**config.mk**
```make
export PLATFORM = sky130hd
export DESIGN_NAME = coinc_gate_unit
export DESIGN_NICKNAME = d
export VERILOG_FILES = /design/src/rtl/cgu_pkg.sv /design/src/rtl/cgu_sync.sv /design/src/rtl/cgu_width_qual.sv /design/src/rtl/cgu_event_judge.sv /design/src/rtl/coinc_gate_unit.sv
export SDC_FILE = /design/constraint.sdc
export NUM_CORES = 1
export LEC_CHECK = 0
export BUFFER_PORTS_ARGS = -buffer_cell sky130_fd_sc_hd__buf_2
export CORE_AREA = 2 2 39 41
export DETAILED_ROUTE_END_ITERATION = 10
export DIE_AREA = 0 0 41 43
export PLACE_DENSITY = 0.45
export SLEW_MARGIN = 10
export SYNTH_ARGS = -nofsm -noshare
export SYNTH_HDL_FRONTEND = slang
export SYNTH_SLANG_ARGS = --single-unit
```
**constraint.sdc**
```tcl
create_clock -name clk -period 1.5 [get_ports clk]
set_clock_uncertainty 0.05 [all_clocks]
set_input_delay 0.15 -clock clk [delete_from_list [all_inputs] [get_ports clk]]
set_output_delay 0.15 -clock clk [all_outputs]
set_load 0.05 [all_outputs]
```
**src/rtl/cgu_pkg.sv**
```systemverilog
package cgu_pkg;

  typedef enum logic {
    MODE_COINC = 1'b0,
    MODE_ANTI  = 1'b1
  } gate_mode_e;

  typedef struct packed {
    logic accept;
    logic reject;
  } verdict_t;

endpackage

```
**src/rtl/cgu_sync.sv**
```systemverilog
module cgu_sync #(
  parameter int STAGES = 2
) (
  input  logic clk,
  input  logic rst_n,
  input  logic d_async,
  output logic q_sync
);

  logic [STAGES-1:0] chain;

  generate
    for (genvar i = 0; i < STAGES; i++) begin : g_stage
      if (i == 0) begin : g_first
        always_ff @(posedge clk) begin
          if (!rst_n) chain[0] <= 1'b0;
          else        chain[0] <= d_async;
        end
      end else begin : g_next
        always_ff @(posedge clk) begin
          if (!rst_n) chain[i] <= 1'b0;
          else        chain[i] <= chain[i-1];
        end
      end
    end
  endgenerate

  assign q_sync = chain[STAGES-1];

endmodule

```
**src/rtl/cgu_width_qual.sv**
```systemverilog
module cgu_width_qual #(
  parameter int MIN_CYC = 5
) (
  input  logic clk,
  input  logic rst_n,
  input  logic level,
  output logic qualified
);

  localparam int CNT_W = (MIN_CYC > 1) ? $clog2(MIN_CYC) : 1;
  localparam logic [CNT_W-1:0] SAT = CNT_W'(MIN_CYC - 1);

  logic [CNT_W-1:0] run_len;

  always_ff @(posedge clk) begin
    if (!rst_n) begin
      run_len <= '0;
    end else if (level) begin
      if (run_len != SAT) run_len <= run_len + 1'b1;
    end else begin
      run_len <= '0;
    end
  end

  assign qualified = level && (run_len == SAT);

endmodule

```
**src/rtl/cgu_event_judge.sv**
```systemverilog
module cgu_event_judge import cgu_pkg::*; (
  input  logic       clk,
  input  logic       rst_n,
  input  logic       shaper_win,
  input  logic       gate_qual,
  input  logic       event_end,
  input  gate_mode_e mode,
  output verdict_t   verdict,
  output logic       hit_flag
);

  logic win_d;
  logic win_open;
  logic hit_next;
  logic keep;

  assign win_open = shaper_win && !win_d;
  assign hit_next = (win_open ? 1'b0 : hit_flag) | (shaper_win & gate_qual);

  always_comb begin
    unique case (mode)
      MODE_COINC: keep = hit_flag;
      MODE_ANTI:  keep = !hit_flag;
      default:    keep = 1'b0;
    endcase
  end

  always_ff @(posedge clk) begin
    if (!rst_n) begin
      win_d    <= 1'b0;
      hit_flag <= 1'b0;
      verdict  <= '0;
    end else begin
      win_d          <= shaper_win;
      hit_flag       <= hit_next;
      verdict.accept <= event_end && keep;
      verdict.reject <= event_end && !keep;
    end
  end

endmodule

```
**src/rtl/coinc_gate_unit.sv**
```systemverilog
module coinc_gate_unit import cgu_pkg::*; #(
  parameter int GATE_MIN_CYC = 5
) (
  input  logic clk,
  input  logic rst_n,
  input  logic gate_in,
  input  logic shaper_win,
  input  logic event_end,
  input  logic anti_mode,
  output logic accept,
  output logic reject
);

  localparam int SYNC_DEPTH = 2;

  logic       gate_sync;
  logic       gate_qual;
  logic       hit_flag;
  verdict_t   verdict;
  gate_mode_e mode;

  assign mode = gate_mode_e'(anti_mode);

  cgu_sync #(.STAGES(SYNC_DEPTH)) u_sync (
    .clk     (clk),
    .rst_n   (rst_n),
    .d_async (gate_in),
    .q_sync  (gate_sync)
  );

  cgu_width_qual #(.MIN_CYC(GATE_MIN_CYC)) u_qual (
    .clk       (clk),
    .rst_n     (rst_n),
    .level     (gate_sync),
    .qualified (gate_qual)
  );

  cgu_event_judge u_judge (
    .clk        (clk),
    .rst_n      (rst_n),
    .shaper_win (shaper_win),
    .gate_qual  (gate_qual),
    .event_end  (event_end),
    .mode       (mode),
    .verdict    (verdict),
    .hit_flag   (hit_flag)
  );

  assign accept = verdict.accept;
  assign reject = verdict.reject;

endmodule

```
### After elaboration in Yosys (flattened, before gate mapping)

Cells that the tools add are included.

| storage, ports and cells | value |
|---|---|
| flip-flop bits (word level) | 9 |
| input bits | 6 |

| operators by class | value |
|---|---|
| add/subtract/negate cells | 1 |
| eq/ne operators | 2 |
| multiplexer cells | 2 |
| bitwise operators | 3 |
| reduce and logical (&&, ||, !) cells | 8 |

Operators by type and width:

| cell | count |
|---|---|
| $logic_and A1 B1 Y1 | 4 |
| $add A3 B1 Y3 const B | 1 |
| $eq A3 B3 Y1 const B | 1 |
| $logic_not A1 Y1 | 3 |
| $ne A3 B3 Y1 const B | 1 |
| $pmux W1 S2 | 1 |
| $reduce_and A2 Y1 | 1 |
| $and A1 B1 Y1 | 1 |
| $mux W1 | 1 |
| $not A1 Y1 | 1 |
| $or A1 B1 Y1 | 1 |

### Longest topological paths before layout

Gate-level depths: netlist (run 1).

| depth | value |
|---|---|
| depth after elaboration | 4 |
| depth in mapped cells | 5 |
| mapped depth without buffers | 5 |

### Cells and area by module

From an unflattened synthesis (run 1), not the netlist that was laid out.

| unflattened totals | value |
|---|---|
| cells, all modules | 35 |
| area total of the unflattened synthesis | 346.6 um2 |

Modules (own cells, without submodules):

| module | instances | cells an instance | area each (um2) | sequential area each (um2) |
|---|---|---|---|---|
| cgu_width_qual | 1 | 18 | 165.2 | 60.1 |
| cgu_event_judge | 1 | 13 | 128.9 | 80.1 |
| cgu_sync | 1 | 4 | 52.6 | 40.0 |

### Worst setup path after synthesis (run 1)

No wires, ideal clock.

| timing | value |
|---|---|
| path type | register to register |
| start | register u_qual.run_len[0] |
| end | register u_qual.run_len[0] |
| setup time | 0.115 ns |
| arrival time | 0.848 ns |
| required time | 1.335 ns |
| slack | 0.488 ns |
| cell stages (with the launch flop) | 6 |
| period minus slack after synthesis | 1.012 ns |
| path through | dfxtp_1 -> inv_1 -> ha_1 -> nand2_2 -> xnor2_1 -> nor2_1 |

| between the ends | value |
|---|---|
| cells in the longest elaborated chain, start to end | 1 |
| elaborated cells between the ends (all ways) | 2 |
| classes of those cells | add/sub (1); eq/ne (1) |

RTL lines:

| element | line | text |
|---|---|---|
| start: declaration | cgu_width_qual.sv:13 | `logic [CNT_W-1:0] run_len;` |
| start signal: assignment | cgu_width_qual.sv:19 | `if (run_len != SAT) run_len <= run_len + 1'b1;` |
| $add A3 B1 Y3 / $ne A3 B3 Y1 (equally long branches) | cgu_width_qual.sv:19 |  |

Parallel ways exist; a longest one is shown, timed or not.
A chain may end at the register's enable or synchronous reset.

### Final worst setup path (run 1)

Same ends and word-level chain as after synthesis.

==> impl_metrics.toml, run 1 <==
[run_status]
status = "finished clean"

[pwr]
seqPwrFrac = 0.536
p_sw_frac = 0.222
total_leakage_power_nw = 0.176
powerDensity_mw_per_mm2 = 1110
p_switching_mw = 0.102
ir_drop_v = 0.000323
intPower_mw = 0.360
pwr-share-comb = 0.064
p_total_mw = 0.463
power_frac_clock = 0.400

[global_route]
grt_pass1_vias = 232
overflow = 0
grt_max_degree = 7
antenna_found_initial = 0
grt_pass1_wl_um = 924
grtUsageTotal = 0.0827

[floorplanning]
core_area_mm2 = 0.00138
die_area_mm2 = 0.00176
initial_core_util = 0.243
row_count = 14
ios = 8
dieWidth_um = 41
die_h_um = 43

[timing]
setup_slack_ns = 0.424
period_share = 0.717
fin_tns_setup_ns = 0
period_needed_ns = 1.08
hold_violations = 0
timing.final.setup_violations = 0
worst_hold_slack_ns = 0.0508
drv_slew = 0
slew_headroom = 0.837
rsz0062_at_grt = "false"
tightest_slew_ns = 0.247
fmax_ghz = 0.929

[critical_path]
cp.required_ns = 1.60
end_kind = "flop"
critPathKind = "reg2reg"
crit_slowest_cell = "dfxtp_1"
cp_top_family = "flip-flops"
crit_arrival_ns = 1.18
crit_chain = "inv_1 -> ha_1 -> nand2_2 -> xnor2_1 -> nor2_1"
crit_buf_inv = 1
max_stage_delay_ns = 0.36
crit_fanout = 4
startpoint_type = "flop"

[detailed_routing]
ant_nets = 0
viasPerCell = 3.94
drt_iter0_drc = 1
wl_um = 499
drc = 0
vias = 244
wl_per_cell_um = 8.05
dr.pass1.iters = 2

[synthesis]
synthFlopType = "dfxtp_1"
synth_nets = 43
yosys-top-cells-area = "dfxtp_1, ha_1, and2_1"
async_reset_ff_frac = 0
synthTopCellsByCount = "dfxtp_1, nor2_1, and2_1, inv_1, nand2_1"
syn_inst = 35
yosysTopAreaCell = "dfxtp_1"
ys_warn_count = 0
yosysMostFrequentCell = "dfxtp_1"
syn_area_um2 = 337
ys_types = 16
ys_seq_area_frac = 0.535
syn_avg_cell_area_um2 = 9.62
synth.top_cell.area_share = 0.535
synth-edff-count = 0
synth_seq_cells = 9

[placed_design]
hpwlAfterDp_um = 380
io_buffers = 7
gp_congestion = 0.676
dp_worst_setup_slack_ns = 0.428

[final_layout]
drive_above_1_share = 0.283
syn2layout_area_growth_pct = 24.2
diodes = 0
fin_nets = 55
utilization = 0.302

[clocking]
clk_latency_ns = 0.26
clkTransAtPathRegs_ns = 0.06
cts_buffers = 3
post_cts_buffers = 0
cts_tree = "yes"
cts_root_buffer = "clkbuf_4"
clkSinkCount = 9
cts-hold-fix-buffers = 0
clockBufferDepth = 2
cts.repair.resized = 0
h-tree-depth = 1

[worst_hold_path]
hold_path.class = "in2reg"

[flow_run]
cap_violations = 0
[metrics by stage]
| step | std cells | area [um^2] |
|---|---|---|
| floorplan | 35 | 337 |
| global placement | 58 | 392 |
| detailed placement | 58 | 392 |
| CTS | 62 | 418 |
| global route | 62 | 418 |
| finish | 62 | 418 |
[cells by family after synthesis]
logic type	share of synthesized area
flops	0.535
fa+ha+maj	0.0743
simple gates	0.253
xor+xnor	0.0521
buf+inv	0.0335
compound gates	0.0520
[registers in the layout, indices dropped and copies added (netlist names)]
register	cells
u_judge.hit_flag	1
u_judge.verdict	2
u_judge.win_d	1
u_qual.run_len	3
u_sync.chain	1
u_sync.q_sync	1
[worst register-to-register path, stage by stage (launching register included)]
cell	delay, ns
dfxtp_1	0.36
inv_1	0.05
ha_1	0.24
nand2_2	0.10
xnor2_1	0.12
nor2_1	0.05
[worst paths after layout]
check | slack, ns | cells after the start | startpoint | endpoint
worst max-delay path | 0.42 | 5 | u_qual.run_len[0] | u_qual.run_len[0]
worst min-delay path | 0.05 | 2 | gate_in | u_sync.chain[0]
worst max register to register | 0.42 | 5 | u_qual.run_len[0] | u_qual.run_len[0]
worst min register to register | 0.38 | 1 | u_sync.chain[0] | u_sync.q_sync
[placed cells by master (no fill, tap or decap)]
cell type,n
xor2_1,1
nand4_1,1
nor2b_1,1
a21boi_1,1
ha_1,2
o21ai_0,1
nand2_2,2
clkbuf_4,3
nor3_2,1
nand2_1,3
dfxtp_1,9
clkbuf_1,1
nand3_1,1
a21oi_1,1
buf_2,7
and2_1,3
inv_1,3
nor2_1,4
xnor2_1,1
[cell type report]
| type | count | area, um^2 |
|---|---|---|
| fillers | 152 | 966 |
| flip-flops and latches | 9 | 180 |
| multi-input cells | 23 | 145 |
| repair buffers | 7 | 35.0 |
| clock buffers | 4 | 26.3 |
| well taps | 16 | 20.0 |
| inverters | 3 | 11.3 |
[power groups by stage]
stage | Sequential (mW) | Clock, mW | Combinational (mW)
after global placement | 0.253 | 0 | 0.0296
after detailed placement | 0.253 | 0 | 0.0297
after global routing | 0.249 | 0.212 | 0.0325
final | 0.248 | 0.185 | 0.0294
after floorplan | 0.261 | 0 | 0.00981
after CTS | 0.248 | 0.199 | 0.0297
[routing by layer]
metal	GRT usage	part of all wire	vias up
met3	0.0471	0.052	0
met4	0.0800	0	0
met5	0	0	-
met2	0.100	0.44	5
met1	0.0945	0.50	106
li1	-	-	133
No activity file was read; power rests on OpenSTA's default activity.
==> run 2: changes to the inputs <==
==> constraint.sdc (replaced) <==
create_clock -name clk -period 1.08 [get_ports clk]
set_clock_uncertainty 0.05 [all_clocks]
set_input_delay 0.108 -clock clk [delete_from_list [all_inputs] [get_ports clk]]
set_output_delay 0.108 -clock clk [all_outputs]
set_load 0.05 [all_outputs]
==> impl_metrics.toml, run 2 (synthesized netlist as in run 1, its figures left out) <==
[timing]
fin_tns_setup_ns = 0
drv_slew = 0
slew_headroom = 0.836
period_share = 0.937
timing.final.setup_violations = 0
hold_violations = 0
period_needed_ns = 1.01
worst_hold_slack_ns = 0.0376
fmax_ghz = 0.988
tightest_slew_ns = 0.247
rsz0062_at_grt = "false"

[final_layout]
syn2layout_area_growth_pct = 37.2
diodes = 0
mostFrequentLayoutCells = "dfxtp_1, buf_2"
nFillCells = 145
fin_nets = 58
mostFrequentLayoutCell = "dfxtp_1"
largest-register = "u_qual.run_len"
reg_top3 = "u_qual.run_len (3), u_judge.verdict (2)"
largest_register_ff_count = 3
drive_above_1_share = 0.388

[clocking]
h-tree-depth = 1
clkSinkCount = 9
cts_root_buffer = "clkbuf_4"
cts_tree = "yes"
clockBufferDepth = 2
clkTransAtPathRegs_ns = 0.06
cts_buffers = 3
clk_latency_ns = 0.26

[detailed_routing]
wl_um = 535
drc = 0
dr.pass1.iters = 2
vias = 262
ant_nets = 0
viasPerCell = 4.03
wl_per_cell_um = 8.23
drt_iter0_drc = 2

[worst_hold_path]
hold_path.class = "in2reg"
whs_endpoint = "u_judge.win_d"
hold_path_depth = 2
hp-start = "shaper_win"

[critical_path]
cp.required_ns = 1.18
rrSetupSlack_ns = 0.07
startpoint_type = "flop"
crit_arrival_ns = 1.11
critPathKind = "reg2reg"
reg2regPathDepth = 5
reg2reg_from = "u_qual.run_len[0]"
crit_fanout = 4
r2r_end = "u_qual.run_len[0]"
end_kind = "flop"

[flow_run]
cap_violations = 0

[placed_design]
hpwlAfterDp_um = 376
gp_congestion = 0.697
io_buffers = 7

[floorplanning]
row_count = 14
core_area_mm2 = 0.00138
die_area_mm2 = 0.00176
die_h_um = 43
initial_core_util = 0.243
ios = 8
dieWidth_um = 41

[global_route]
grt_pass1_wl_um = 917
antenna_found_initial = 0
grt_max_degree = 7
grtUsageTotal = 0.0834
overflow = 0
grt_pass1_vias = 241

[run_status]
status = "finished clean"

[pwr]
total_leakage_power_nw = 0.190
ir_drop_v = 0.000837
powerDensity_mw_per_mm2 = 1400
run 2: cell count changes in the layout (fill, tap and decap cells not counted):
cell | before | now
ha_2 | 0 | 1
buf_4 | 0 | 2
dfxtp_1 | 9 | 8
nor2_2 | 0 | 1
ha_1 | 2 | 0
dlygate4sd3_1 | 0 | 1
dfxtp_2 | 0 | 1
nor2_1 | 4 | 3
ha_4 | 0 | 1
run 2: how the worst max path moves through the flow:
stage / start / end / slack [ns] / depth (start not counted)
floorplan: u_qual.run_len[0] / u_qual.run_len[0] / 0.07 / 5
finish: u_qual.run_len[0] / u_qual.run_len[0] / 0.07 / 5
CTS: u_qual.run_len[0] / u_qual.run_len[0] / 0.05 / 5
global placement: u_qual.run_len[0] / u_qual.run_len[0] / 0.06 / 5
global route: u_qual.run_len[0] / u_qual.run_len[2] / 0.03 / 5
detailed placement: u_qual.run_len[0] / u_qual.run_len[0] / 0.07 / 5
run 2: power by group:
group          leakage (nW)  switching (mW)  internal, mW  total [mW]
sequential           0.0741         0.00245         0.342       0.344
combinational         0.101          0.0262        0.0216      0.0479
clock                0.0150           0.110         0.142       0.252
total                 0.190           0.139         0.505       0.644
run 2: layout make-up:
type	count	area (um^2)	share of cell area
inverter	3	11.3	0.0244
tap	16	20.0	0.0434
clock buffer	4	26.3	0.0569
sequential	9	181	0.393
timing repair buffer	10	60.1	0.130
multi-input combinational	23	163	0.352
run 2: worst max-delay path, cell delays in order (launching register included):
cell,delay [ns]
dfxtp_2,0.32
inv_1,0.10
ha_4,0.17
nand2_2,0.06
xnor2_1,0.15
nor2_1,0.06
run 2: what timing repair did:
action | in CTS | in global routing
setup buffers | 0 | 0
resized for setup | 0 | 5
hold buffers | 1 | 0
setup endpoints to repair | 0 | 3
hold endpoints to repair | 1 | 0
run 2: routing by layer:
metal | share of wire | vias up | wire (um) | track usage
met5 | 0 | - | 0 | 0
met4 | 0.019 | 0 | 10 | 0.0400
met3 | 0.086 | 2 | 46 | 0.0785
met2 | 0.48 | 8 | 255 | 0.113
met1 | 0.42 | 115 | 223 | 0.0839
li1 | - | 137 | - | -
run 2: metrics by stage:
stage	total power [mW]	util	cell area (um^2)	cells	worst slack [ns]
floorplan	0.376	-	337	35	0.0675
global placement	0.394	0.294	407	60	0.0644
detailed placement	0.395	0.294	407	60	0.0685
CTS	0.659	0.320	443	65	0.0461
global route	0.688	0.334	462	65	0.0300
finish	0.644	0.334	462	65	0.0682
==> run 3: changes to the inputs <==
--- a/config.mk
+++ b/config.mk
@@ -5,11 +5,14 @@
 export SDC_FILE = /design/constraint.sdc
 export NUM_CORES = 1
 export LEC_CHECK = 0
+export ABC_AREA = 0
 export BUFFER_PORTS_ARGS = -buffer_cell sky130_fd_sc_hd__buf_2
-export CORE_AREA = 2 2 39 41
+export CELL_PAD_IN_SITES_DETAIL_PLACEMENT = 0
+export CELL_PAD_IN_SITES_GLOBAL_PLACEMENT = 2
+export CORE_AREA = 3 3 40 42
 export DETAILED_ROUTE_END_ITERATION = 10
-export DIE_AREA = 0 0 41 43
-export PLACE_DENSITY = 0.45
+export DIE_AREA = 0 0 43 45
+export PLACE_DENSITY = 0.65
 export SLEW_MARGIN = 10
 export SYNTH_ARGS = -nofsm -noshare
 export SYNTH_HDL_FRONTEND = slang
==> impl_metrics.toml, run 3 (synthesized netlist as in run 1, its figures left out) <==
[run_status]
status = "finished clean"

[global_route]
antenna_found_initial = 0
grtUsageTotal = 0.0643
grt_pass1_wl_um = 876
grt_max_degree = 7
grt_pass1_vias = 246
overflow = 0

[floorplanning]
die_area_mm2 = 0.00194
core_area_mm2 = 0.00128
dieWidth_um = 43
ios = 8
initial_core_util = 0.262
row_count = 13
die_h_um = 45

[placed_design]
gp_congestion = 0.718
io_buffers = 7

[critical_path]
critPathKind = "reg2reg"
rrSetupSlack_ns = 0.07
crit_arrival_ns = 1.15
crit_slowest_cell = "dfxtp_1"
max_stage_delay_ns = 0.31
reg2regPathDepth = 5
cp.required_ns = 1.22
cp-startpoint = "u_qual.run_len[0]"
r2r_end = "u_qual.run_len[2]"
end_kind = "flop"
setup.worst_path.end = "u_qual.run_len[2]"
crit_chain = "buf_4 -> ha_1 -> nand2_1 -> nor2_1 -> nor3_2"
crit_fanout = 2
reg2reg_from = "u_qual.run_len[0]"
startpoint_type = "flop"

[timing]
rsz0062_at_grt = "false"
slew_headroom = 0.835
fin_tns_setup_ns = 0
period_share = 0.934
tightest_slew_ns = 0.249
fmax_ghz = 0.991
hold_violations = 0
timing.final.setup_violations = 0
drv_slew = 0
period_needed_ns = 1.01

[clocking]
cts_buffers = 3
cts_root_buffer = "clkbuf_4"
clk_latency_ns = 0.25
cts.repair.resized = 0
post_cts_buffers = 0
cts-hold-fix-buffers = 0
clkTransAtPathRegs_ns = 0.06
clkSinkCount = 9
cts_tree = "yes"
h-tree-depth = 1
clockBufferDepth = 2

[final_layout]
drive_above_1_share = 0.319
reg_top3 = "u_qual.run_len (3), u_judge.verdict (2)"
nFillCells = 142
seq_area_um2 = 180
diodes = 0
largest_register_ff_count = 3
mostFrequentLayoutCells = "dfxtp_1, buf_2, nor2_1"
multi_input_comb_area_um2 = 158
fin_nets = 56
syn2layout_area_growth_pct = 29.7
mostFrequentLayoutCell = "dfxtp_1"
largest-register = "u_qual.run_len"

[detailed_routing]
vias = 256
dr.pass1.iters = 4
viasPerCell = 4.13
wl_um = 547
drt_iter0_drc = 12
drc = 0
ant_nets = 0
wl_per_cell_um = 8.82

[pwr]
pwr-share-comb = 0.070
ir_drop_v = 0.000489
intPower_mw = 0.502
powerDensity_mw_per_mm2 = 1470
p_sw_frac = 0.216
power_frac_clock = 0.393
seqPwrFrac = 0.537
total_leakage_power_nw = 0.183
p_total_mw = 0.641
p_switching_mw = 0.139

[flow_run]
cap_violations = 0

[worst_hold_path]
hold_path.class = "in2reg"
[run 3: cell count changes in the layout (fill, tap and decap cells not counted), sizes merged]
cell,previous run,this run
buf,9,8
dlygate4sd3,1,0
[run 3: cell type report]
class / instances / share of cell area
Clock buffer: 4 / 0.0602
Sequential cell: 9 / 0.413
Timing Repair Buffer: 8 / 0.0974
Tap cell: 15 / 0.0430
Multi-Input combinational cell: 23 / 0.361
Inverter: 3 / 0.0258
[run 3: stage by stage]
stage	std cells	area, um^2	hold slack (ns)	util	setup WS (ns)
floorplan	35	337	0.180	-	0.0675
global placement	58	398	0.267	0.310	0.0667
detailed placement	58	398	0.270	0.310	0.0484
CTS	62	424	0.00121	0.330	0.0367
global route	62	437	0.0201	0.340	0.00611
finish	62	437	0.00686	0.340	0.0710
[run 3: worst min-delay path by stage]
stage / startpoint / endpoint / slack [ns] / depth (start not counted)
finish: gate_in / u_sync.chain[0] / 0.007 / 2
global route: gate_in / u_sync.chain[0] / 0.02 / 2
floorplan: rst_n / u_judge.win_d / 0.18 / 1
global placement: gate_in / u_sync.chain[0] / 0.27 / 2
CTS: gate_in / u_sync.chain[0] / 0.001 / 2
detailed placement: gate_in / u_sync.chain[0] / 0.27 / 2
[run 3: power by group through the flow]
| stage | clock network, mW | registers, mW | logic (mW) |
|---|---|---|---|
| 3_5_place_dp | 0 | 0.352 | 0.0431 |
| 6_report | 0.252 | 0.344 | 0.0447 |
| 2_1_floorplan | 0 | 0.362 | 0.0136 |
| 4_1_cts | 0.267 | 0.344 | 0.0432 |
| 3_3_place_gp | 0 | 0.351 | 0.0417 |
| 5_1_grt | 0.284 | 0.344 | 0.0501 |
[run 3: critical path: cells and delay by family, from the launching register on]
kind | cells | cell delay, ns
DFF | 1 | 0.31
and+or+nand+nor | 3 | 0.24
adders and majority gates | 1 | 0.20
buffers and inverters | 1 | 0.14
[run 3: metal layers]
metal,part of all wire,GRT usage,wire length [um],vias to the layer above
met4,0.0073,0.0602,4,0
met3,0.071,0.0239,39,2
met1,0.47,0.0704,255,112
met2,0.45,0.0958,247,8
met5,0,0,0,-
li1,-,-,-,134
